### src/rtl/stat_panel_pkg.sv
package stat_panel_pkg;

    typedef enum logic [1:0] {
        PWR_DARK,
        PWR_STEADY,
        PWR_FAST,
        PWR_SLOW
    } pwr_show_e;

    typedef struct packed {
        logic link;
        logic busy;
    } chan_view_t;

    typedef struct packed {
        logic plc;
        logic eth;
        logic mode;
        logic pwr;
    } led_set_t;

    // width of a counter holding values 0 .. n-1
    function automatic int ctr_w(input int n);
        return (n > 1) ? $clog2(n) : 1;
    endfunction

    function automatic pwr_show_e pick_pwr(input logic missing, input logic loading,
                                           input logic ready);
        if (missing)      return PWR_SLOW;
        else if (loading) return PWR_FAST;
        else if (ready)   return PWR_STEADY;
        else              return PWR_DARK;
    endfunction

    function automatic logic chan_led(input chan_view_t v, input logic phase,
                                      input logic steady);
        return v.link & (steady | ~v.busy | phase);
    endfunction

endpackage

### src/rtl/sp_tick_phase.sv
module sp_tick_phase #(
    parameter int HALF = 62
) (
    input  logic clk,
    input  logic rst,
    input  logic tick_i,
    output logic phase_o
);
    localparam int W = stat_panel_pkg::ctr_w(HALF);
    localparam logic [W-1:0] LAST = W'(HALF - 1);

    logic [W-1:0] cnt_q;

    always_ff @(posedge clk) begin
        if (rst) begin
            cnt_q   <= '0;
            phase_o <= 1'b0;
        end else if (tick_i) begin
            if (cnt_q == LAST) begin
                cnt_q   <= '0;
                phase_o <= ~phase_o;
            end else begin
                cnt_q <= cnt_q + 1'b1;
            end
        end
    end
endmodule

### src/rtl/sp_act_stretch.sv
module sp_act_stretch #(
    parameter int SPAN = 124
) (
    input  logic clk,
    input  logic rst,
    input  logic tick_i,
    input  logic act_i,
    output logic busy_o
);
    localparam int W = stat_panel_pkg::ctr_w(SPAN + 1);

    logic [W-1:0] left_q;

    always_ff @(posedge clk) begin
        if (rst)                        left_q <= '0;
        else if (act_i)                 left_q <= W'(SPAN);
        else if (tick_i && left_q != 0) left_q <= left_q - 1'b1;
    end

    assign busy_o = (left_q != '0);
endmodule

### src/rtl/sp_btn_filter.sv
module sp_btn_filter #(
    parameter int DEB_TICKS = 20
) (
    input  logic clk,
    input  logic rst,
    input  logic tick_i,
    input  logic btn_n_i,
    output logic held_o,
    output logic flip_o
);
    localparam int W = stat_panel_pkg::ctr_w(DEB_TICKS);
    localparam logic [W-1:0] LAST = W'(DEB_TICKS - 1);

    logic [1:0]   sync_q;
    logic [W-1:0] run_q;

    always_ff @(posedge clk) begin
        if (rst) begin
            sync_q <= '0;
            run_q  <= '0;
            held_o <= 1'b0;
            flip_o <= 1'b0;
        end else begin
            sync_q <= {sync_q[0], ~btn_n_i};
            flip_o <= 1'b0;
            if (sync_q[1] == held_o) begin
                run_q <= '0;
            end else if (tick_i) begin
                if (run_q == LAST) begin
                    run_q  <= '0;
                    held_o <= sync_q[1];
                    flip_o <= 1'b1;
                end else begin
                    run_q <= run_q + 1'b1;
                end
            end
        end
    end
endmodule

### src/rtl/sp_hold_judge.sv
module sp_hold_judge #(
    parameter int PRESS_MIN = 500,
    parameter int PRESS_MAX = 3000
) (
    input  logic clk,
    input  logic rst,
    input  logic tick_i,
    input  logic held_i,
    input  logic flip_i,
    output logic fire_o
);
    localparam int W = stat_panel_pkg::ctr_w(PRESS_MAX + 1);
    localparam logic [W-1:0] CAP = W'(PRESS_MAX);
    localparam logic [W-1:0] LOW = W'(PRESS_MIN);

    logic [W-1:0] len_q;
    logic         let_go;

    assign let_go = flip_i & ~held_i;

    always_ff @(posedge clk) begin
        if (rst) begin
            len_q  <= '0;
            fire_o <= 1'b0;
        end else begin
            fire_o <= let_go && (len_q > LOW) && (len_q < CAP);
            if (!held_i)                     len_q <= '0;
            else if (tick_i && len_q != CAP) len_q <= len_q + 1'b1;
        end
    end
endmodule

### src/rtl/stat_panel_ctrl.sv
module stat_panel_ctrl
    import stat_panel_pkg::*;
#(
    parameter int DEB_TICKS  = 20,
    parameter int FLASH_HALF = 62,
    parameter int BLINK_HALF = 500,
    parameter int PRESS_MIN  = 500,
    parameter int PRESS_MAX  = 3000
) (
    input  logic clk,
    input  logic rst,
    input  logic tick_i,
    input  logic plc_link_i,
    input  logic plc_act_i,
    input  logic coord_i,
    input  logic eth_link_i,
    input  logic eth_act_i,
    input  logic legacy_seen_i,
    input  logic pwr_ready_i,
    input  logic fw_loading_i,
    input  logic fw_missing_i,
    input  logic pair_btn_n_i,
    input  logic restore_btn_n_i,
    output logic led_plc_o,
    output logic led_eth_o,
    output logic led_mode_o,
    output logic led_pwr_o,
    output logic pair_req_o,
    output logic restore_req_o
);
    localparam int NCHAN = 2;   // 0: powerline, 1: ethernet
    localparam int NBTN  = 2;   // 0: pairing,   1: restore
    localparam int SPAN  = 2 * FLASH_HALF;

    logic fast_ph, slow_ph;

    sp_tick_phase #(.HALF(FLASH_HALF)) fast_i (
        .clk(clk), .rst(rst), .tick_i(tick_i), .phase_o(fast_ph));
    sp_tick_phase #(.HALF(BLINK_HALF)) slow_i (
        .clk(clk), .rst(rst), .tick_i(tick_i), .phase_o(slow_ph));

    logic [NCHAN-1:0] link_v, act_v, busy_v;
    chan_view_t       view [NCHAN];

    assign link_v = {eth_link_i, plc_link_i};
    assign act_v  = {eth_act_i,  plc_act_i};

    for (genvar c = 0; c < NCHAN; c++) begin : g_chan
        sp_act_stretch #(.SPAN(SPAN)) stretch_i (
            .clk(clk), .rst(rst), .tick_i(tick_i),
            .act_i(act_v[c]), .busy_o(busy_v[c]));
        assign view[c] = '{link: link_v[c], busy: busy_v[c]};
    end

    logic [NBTN-1:0] btn_n_v, held_v, flip_v;
    assign btn_n_v = {restore_btn_n_i, pair_btn_n_i};

    for (genvar b = 0; b < NBTN; b++) begin : g_btn
        sp_btn_filter #(.DEB_TICKS(DEB_TICKS)) filt_i (
            .clk(clk), .rst(rst), .tick_i(tick_i), .btn_n_i(btn_n_v[b]),
            .held_o(held_v[b]), .flip_o(flip_v[b]));
    end

    sp_hold_judge #(.PRESS_MIN(PRESS_MIN), .PRESS_MAX(PRESS_MAX)) judge_i (
        .clk(clk), .rst(rst), .tick_i(tick_i),
        .held_i(held_v[1]), .flip_i(flip_v[1]), .fire_o(restore_req_o));

    assign pair_req_o = flip_v[0] & held_v[0];

    logic mode_q;
    always_ff @(posedge clk) begin
        if (rst) mode_q <= 1'b0;
        else     mode_q <= legacy_seen_i;
    end

    pwr_show_e pwr_sel;
    led_set_t  leds;

    always_comb begin
        pwr_sel   = pick_pwr(fw_missing_i, fw_loading_i, pwr_ready_i);
        leds.plc  = chan_led(view[0], fast_ph, coord_i);
        leds.eth  = chan_led(view[1], fast_ph, 1'b0);
        leds.mode = mode_q;
        unique case (pwr_sel)
            PWR_SLOW:   leds.pwr = slow_ph;
            PWR_FAST:   leds.pwr = fast_ph;
            PWR_STEADY: leds.pwr = 1'b1;
            default:    leds.pwr = 1'b0;
        endcase
    end

    assign led_plc_o  = leds.plc;
    assign led_eth_o  = leds.eth;
    assign led_mode_o = leds.mode;
    assign led_pwr_o  = leds.pwr;
endmodule

### config.mk
export PLATFORM = sky130hd
export DESIGN_NAME = stat_panel_ctrl
export DESIGN_NICKNAME = d
export VERILOG_FILES = /design/src/rtl/stat_panel_pkg.sv /design/src/rtl/sp_tick_phase.sv /design/src/rtl/sp_act_stretch.sv /design/src/rtl/sp_btn_filter.sv /design/src/rtl/sp_hold_judge.sv /design/src/rtl/stat_panel_ctrl.sv
export SDC_FILE = /design/constraint.sdc
export NUM_CORES = 1
export LEC_CHECK = 0
export BUFFER_PORTS_ARGS = -buffer_cell sky130_fd_sc_hd__buf_2
export CAP_MARGIN = 20
export CORE_MARGIN = 1.5
export CORE_UTILIZATION = 42
export DETAILED_ROUTE_END_ITERATION = 7
export PLACE_DENSITY_LB_ADDON = 0.2
export SLEW_MARGIN = 20
export SYNTH_ARGS = -nofsm -noshare
export SYNTH_HDL_FRONTEND = slang
export SYNTH_SLANG_ARGS = --single-unit
### constraint.sdc
create_clock -name clk -period 2.22 [get_ports clk]
set_input_delay 0.111 -clock clk [delete_from_list [all_inputs] [get_ports clk]]
set_output_delay 0.111 -clock clk [all_outputs]
set_load 0.02 [all_outputs]
Yosys cells after proc, flatten, opt, wreduce, memory -nomap -nowiden
Cells that the tools add are included.

Register bits: 63. Output and inout bits: 6. Bits of input ports: 14. Logic and storage cells: 89.

Bitwise gates (word level): 17. Muxes and demuxes: 14. $add $sub $neg: 7. Equality and inequality tests: 10. Magnitude comparators: 2. Reductions and logical operators: 20.

Operators with widths (count): $mux W7 (4); $reduce_bool A7 Y1 (2); $sub A7 B1 Y7 const B (2); $add A12 B1 Y12 const B (1); $gt A12 B9 Y1 const B (1); $lt A12 B12 Y1 const B (1); $ne A12 B12 Y1 const B (1); $add A5 B1 Y5 const B (2); $eq A5 B5 Y1 const B (2); $mux W5 (2); $not A1 Y1 (10); $reduce_or A2 Y1 (5); $add A9 B1 Y9 const B (1); $eq A9 B9 Y1 const B (1); $mux W9 (1); $add A6 B1 Y6 const B (1); $eq A6 B6 Y1 const B (1); $mux W6 (1); $reduce_and A3 Y1 (2); $reduce_or A3 Y1 (2); $logic_and A1 B1 Y1 (5); $and A1 B1 Y1 (4); $eq A2 B2 Y1 const B (2); $mux W2 (2); 7 further kinds (14).

Logic depth before layout (Yosys ltp)
Depth in word-level cells: 5. Mapped depth: 7. Depth with buffers taken out: 6.

Hierarchy
A second synthesis with hierarchy kept.

Cell total of the unflattened synthesis: 340. Area, all modules: 3111.7 um2.

By module, submodules not included: sp_act_stretch (instances 2, area an instance 385.4 um2, sequential area each 140.1 um2, cells each 44); sp_btn_filter (instances 2, area an instance 370.4 um2, sequential area each 180.2 um2, cells each 35); sp_hold_judge (instances 1, area an instance 693.2 um2, sequential area each 260.2 um2, cells each 81); sp_tick_phase at slow_i (instances 1, area an instance 515.5 um2, sequential area each 200.2 um2, cells each 58); sp_tick_phase at fast_i (instances 1, area an instance 317.8 um2, sequential area each 140.1 um2, cells each 33); stat_panel_ctrl (instances 1, area an instance 73.8 um2, sequential area each 20.0 um2, cells each 10).

Worst setup path after synthesis
No wires, ideal clock.

Path type: register to register. Start point: register g_chan[0].stretch_i.left_q[0]. End point: register g_chan[0].stretch_i.left_q[1]. Arrival: 1.665 ns. Required time: 2.140 ns. Path slack: 0.476 ns. Stages on the path, launching flop included: 7. Path buffers: 0. Clock period less this slack: 1.744 ns. Path through: dfxtp_1 inv_1 ha_1 or3b_2 o41ai_2 mux2i_1 nor3b_1.

Word-level cells in the longest chain between the ends: 2. Elaborated cells on any way between the ends: 3.

Ends and longest elaborated chain: start: declaration (RTL line sp_act_stretch.sv:12) `logic [W-1:0] left_q;`; start signal: assignment (RTL line sp_act_stretch.sv:16) `else if (act_i) left_q <= W'(SPAN);`; start signal: assignment (RTL line sp_act_stretch.sv:17) `else if (tick_i && left_q != 0) left_q <= left_q - 1'b1;`; parallel branches: the longest is 2 deep, another holds $sub A7 B1 Y7.

Several ways; the timed one is not identified. A chain may end at the register's enable or synchronous reset.

Worst setup path after layout
Start point: register g_chan[0].stretch_i.left_q[0]. End point: output port led_plc_o.

Word-level cells in the longest chain between the ends: 5.

Ends and longest elaborated chain: $reduce_bool A7 Y1 (RTL line sp_act_stretch.sv:20) `assign busy_o = (left_q != '0);`; $not A1 Y1 (RTL line stat_panel_pkg.sv:37) `return v.link & (steady | ~v.busy | phase);`; $or A1 B1 Y1 (2 in a row) (RTL line stat_panel_pkg.sv:37); $and A1 B1 Y1 (RTL line stat_panel_pkg.sv:37); end: declaration (RTL line stat_panel_ctrl.sv:24) `output logic led_plc_o,`.

Every way passes these cells.

==> report_table.html <==
<table>
<tr><th>Metric</th><th>Value</th></tr>
<tr><th colspan="2">Cells and area</th></tr>
<tr><td>Register Area</td><td>about 1300 sq um</td></tr>
<tr><td>Most common library cell in the layout ignoring fill and taps</td><td>dfxtp_1</td></tr>
<tr><td>Antenna Diode Count</td><td>0</td></tr>
<tr><td>Layout cells sized above 1</td><td>a little over an eighth</td></tr>
<tr><td>Final Net Count</td><td>between 300 and 400</td></tr>
<tr><td>Final instance area</td><td>approximately 3400 sq um</td></tr>
<tr><td>Top library cells by usage in the layout, fill and taps aside</td><td>dfxtp_1 (63), nor2_1 (46), a21oi_1 (22), buf_2 (19), xor2_1 (18)</td></tr>
<tr><td>Area taken by multi-input logic gates</td><td>between 1500 and 2000 sq um</td></tr>
<tr><td>Area growth from synthesis to final layout</td><td>16.23%</td></tr>
<tr><td>Core occupancy in the finished layout</td><td>approximately 50%</td></tr>
<tr><td>Fill cell total of the finished layout</td><td>649</td></tr>
<tr><th colspan="2">Global routing</th></tr>
<tr><td>Number of global-route vias before repair</td><td>2090</td></tr>
<tr><td>Maximum number of pins on one net before global-route repair</td><td>21</td></tr>
<tr><td>Antenna violations before repair</td><td>0</td></tr>
<tr><td>Total grt overflow</td><td>0</td></tr>
<tr><td>Layer with the highest usage after global routing</td><td>met2</td></tr>
<tr><td>Grt met3 use</td><td>between 4 and 5%</td></tr>
<tr><td>Met1 usage in global routing</td><td>19.80%</td></tr>
<tr><td>Met2 usage</td><td>22.51%</td></tr>
<tr><td>First-pass GRT wire length</td><td>about 9000 um</td></tr>
<tr><td>Total routing usage reported by global routing</td><td>roughly 15%</td></tr>
<tr><th colspan="2">Clock network</th></tr>
<tr><td>Worst-Skew Late Latency</td><td>about 0.34 ns</td></tr>
<tr><td>Number of sinks handled by clock tree synthesis</td><td>63</td></tr>
<tr><td>CTS tree</td><td>done</td></tr>
<tr><td>Clock input transition at the sequential cells of the worst setup and hold paths</td><td>approximately 0.070 ns</td></tr>
<tr><td>CTS HTree Levels</td><td>3</td></tr>
<tr><td>Root buffer selected by CTS</td><td>clkbuf_8</td></tr>
<tr><td>Number of buffers created by CTS</td><td>9</td></tr>
<tr><td>Maximum buffer depth of the clock tree</td><td>2</td></tr>
<tr><th colspan="2">Timing</th></tr>
<tr><td>Number of max-slew violations in the final report</td><td>0</td></tr>
<tr><td>Smallest setup slack after layout</td><td>0.1613 ns</td></tr>
<tr><td>Clock period minus worst slack</td><td>just over 2 ns</td></tr>
<tr><td>Measured slew at the worst slew-check pin</td><td>between 0.6 and 0.7 ns</td></tr>
<tr><td>Remaining max-slew budget at the tightest pin</td><td>~54%</td></tr>
<tr><td>Layout Skew</td><td>0.006246 ns</td></tr>
<tr><td>Count of final hold-check violations</td><td>0</td></tr>
<tr><td>Share of the clock period used by the worst path after layout</td><td>about 93%</td></tr>
<tr><td>Total negative slack for setup checks</td><td>0 ns</td></tr>
<tr><td>Setup repair after global routing missed its margin</td><td>false</td></tr>
<tr><td>Final-report setup violation count</td><td>0</td></tr>
<tr><td>Fmax</td><td>just under 500 MHz</td></tr>
<tr><th colspan="2">Power and ir drop</th></tr>
<tr><td>Leak pwr</td><td>1.266 nW</td></tr>
<tr><td>Peak supply drop</td><td>~0.00037 V</td></tr>
<tr><td>Power Total</td><td>roughly 2.5 mW</td></tr>
<tr><td>Power density normalized to cell area</td><td>738.9 nW/um^2</td></tr>
<tr><th colspan="2">Run</th></tr>
<tr><td>Max Cap Violations</td><td>0</td></tr>
<tr><th colspan="2">Setup path</th></tr>
<tr><td>WP data required</td><td>between 2 and 2.5 ns</td></tr>
<tr><td>Slowest stage cell, crit path</td><td>or3b_4</td></tr>
<tr><td>CP endpoint kind</td><td>primary output</td></tr>
<tr><td>Critical path start-end classification</td><td>register to primary output</td></tr>
<tr><td>Startpoint type of the worst setup path</td><td>register</td></tr>
<tr><td>Largest fanout of any net on the critical path</td><td>4</td></tr>
<tr><td>Chain of cells forming the critical path</td><td>inv_1 &gt; ha_1 &gt; or3b_4 &gt; nor4_4 &gt; o31a_1 &gt; buf_2</td></tr>
<tr><td>CP max stage delay</td><td>around 0.42 ns</td></tr>
<tr><td>Data arrival time at the worst-slack endpoint</td><td>between 1.5 and 2 ns</td></tr>
<tr><th colspan="2">Routing</th></tr>
<tr><td>Final antenna-violating net count</td><td>0</td></tr>
<tr><td>Wire length per cell</td><td>between 10 and 15 um</td></tr>
<tr><td>Routed via count</td><td>2246</td></tr>
<tr><td>DRC errors left</td><td>0</td></tr>
<tr><td>Number of DRC markers in iteration 0</td><td>~110</td></tr>
<tr><td>Routed wire length</td><td>between 5000 and 6000 um</td></tr>
<tr><td>TritonRoute pass-1 iters</td><td>4</td></tr>
<tr><td>Number of vias per cell after detailed routing</td><td>just under 5</td></tr>
<tr><th colspan="2">Placement</th></tr>
<tr><td>Cell Area, Placed</td><td>~3100 sq um</td></tr>
<tr><td>HPWL reported at the end of detailed placement</td><td>3620 um</td></tr>
<tr><td>Final weighted congestion of routability-driven global placement</td><td>around 0.86</td></tr>
<tr><td>Worst setup slack before clock tree synthesis</td><td>about 0.27 ns</td></tr>
<tr><td>Number of buffer cells added on primary ports</td><td>19</td></tr>
<tr><th colspan="2">Die</th></tr>
<tr><td>Starting Density</td><td>between 40% and 50%</td></tr>
<tr><td>Ports placed on the boundary</td><td>20</td></tr>
<tr><td>Width of the chip</td><td>roughly 87 um</td></tr>
<tr><td>Total die area</td><td>roughly 7500 sq um</td></tr>
<tr><td>Die Y-Extent</td><td>between 80 and 90 um</td></tr>
<tr><td>Num rows</td><td>30</td></tr>
<tr><td>Area inside the core boundary</td><td>about 6800 sq um</td></tr>
<tr><th colspan="2">Synthesis</th></tr>
<tr><td>Asr flop ratio synth</td><td>0%</td></tr>
<tr><td>Number of enable-type register cells in the synthesized netlist</td><td>0</td></tr>
<tr><td>Predominant post-synthesis flop cell</td><td>dfxtp_1</td></tr>
<tr><td>Syn nets</td><td>354</td></tr>
<tr><td>Number of distinct library cell variants in the gate-level netlist after synthesis</td><td>48</td></tr>
<tr><td>Sequential cell area fraction in the yosys report</td><td>42.82%</td></tr>
<tr><td>Cell Area, Synth</td><td>just under 3000 sq um</td></tr>
<tr><td>Mean post-synth cell area</td><td>approximately 9.0 sq um</td></tr>
<tr><td>Synthesized instance count</td><td>329</td></tr>
<tr><td>Number of register bits inferred by synthesis</td><td>63</td></tr>
<tr><td>Yosys warning count</td><td>0</td></tr>
<tr><th colspan="2">Status</th></tr>
<tr><td>Status</td><td>finished, final reports clean</td></tr>
<tr><th colspan="2">Hold path</th></tr>
<tr><td>Type of the most critical hold path</td><td>primary input to register</td></tr>
</table>
==> per-layer routing <==
layer,vias to the layer above,share of wire [%]
li1,1197,-
met1,1022,53
met2,20,43
met3,7,2.8
met4,0,1.5
met5,-,0
==> state kept, by name, indices dropped and copies added (netlist names) <==
name	cells
g_btn.filt_i.sync_q	4
led_mode_o	1
g_btn.filt_i.flip_o	2
judge_i.len_q	12
slow_i.cnt_q	9
fast_i.phase_o	1
judge_i.fire_o	1
g_btn.filt_i.held_o	2
g_chan.stretch_i.left_q	14
fast_i.cnt_q	6
g_btn.filt_i.run_q	10
slow_i.phase_o	1
==> area by class of cell <==
cell class | instances | share of cell area (%)
Multi-Input combinational cell | 241 | 46.86
Sequential cell | 63 | 36.84
Timing Repair Buffer | 28 | 5.044
Clock buffer | 13 | 4.642
Tap cell | 96 | 3.509
Clock inverter | 3 | 1.901
Inverter | 11 | 1.206
==> path summary, 6_finish.rpt <==
kind / start / to / slack (ns) / depth (start not counted)
worst max-delay path: g_chan[0].stretch_i.left_q[0]$_SDFFE_PP0P_ / led_plc_o / 0.16 / 6
worst min-delay path: plc_act_i / g_chan[0].stretch_i.left_q[1]$_SDFFE_PP0P_ / 0.02 / 2
worst max register to register: g_chan[1].stretch_i.left_q[0]$_SDFFE_PP0P_ / g_chan[1].stretch_i.left_q[1]$_SDFFE_PP0P_ / 0.33 / 6
worst min register to register: g_btn[0].filt_i.sync_q[0]$_SDFF_PP0_ / g_btn[0].filt_i.sync_q[1]$_SDFF_PP0_ / 0.44 / 1
==> cells in the mapped netlist (2+ instances only) <==
master	number	area share (%)
dfxtp_1	63	43
nor2_1	46	5.9
a21oi_1	22	3.7
xor2_1	18	5.4
xnor2_1	16	4.8
nand2_1	15	1.9
nor3_1	12	2.0
ha_1	11	4.7
inv_1	11	1.4
nand4_1	11	2.3
clkbuf_1	10	1.3
mux2i_1	9	3.1
nor2b_1	9	1.9
nand3_1	8	1.4
nand2b_1	7	1.5
o21ai_0	7	1.2
or3_1	5	1.1
and4_1	4	1.2
buf_2	3	0.51
nor3b_1	3	0.76
nor4_1	3	0.64
or2_2	3	0.64
and2_1	2	0.42
and3_1	2	0.42
nand4bb_1	2	0.76
nor4b_1	2	0.59
o211ai_1	2	0.51
o41ai_1	2	0.59
or4b_1	2	0.68
==> where the power goes <==
group | total [mW] | switching, mW | internal [mW]
clock network | 1.12 | 0.424 | 0.693
registers | 1.21 | 0.0412 | 1.17
logic | 0.205 | 0.104 | 0.101
total | 2.53 | 0.569 | 1.96
==> repair_timing <==
action,4_1_cts,5_1_grt
endpoints found under the setup margin,1,1
gates resized for setup,1,2
hold buffers,4,0
pin swaps,0,1
endpoints found under the hold margin,5,0
buffers inserted,0,1
==> critical path, delay by kind of cell, from the launching register on <==
kind,cells,cell delay [ns]
AOI/OAI and AO/OA,1,0.15
DFF,1,0.32
adders and majority gates,1,0.17
and+or+nand+nor,2,0.71
buffers and inverters,2,0.27
==> cells by family (layout without fill, tap and decap cells) <==
group	Yosys count	count (layout)	share of synthesized area, %
compound gates	42	42	9.049
xor+xnor	34	34	10.11
fa+ha+maj	11	11	4.673
buf+inv	25	55	3.313
flops	63	63	42.82
mux	9	9	3.059
simple gates	145	145	26.98
==> stage by stage <==
step	std cells	hold WS (ns)
after floorplan	329	0.1777
after global placement	434	0.2656
after detailed placement	434	0.2661
after CTS	454	0.005905
after global routing	455	0.009791
final	455	0.01997
No activity file was read; power rests on OpenSTA's default activity.
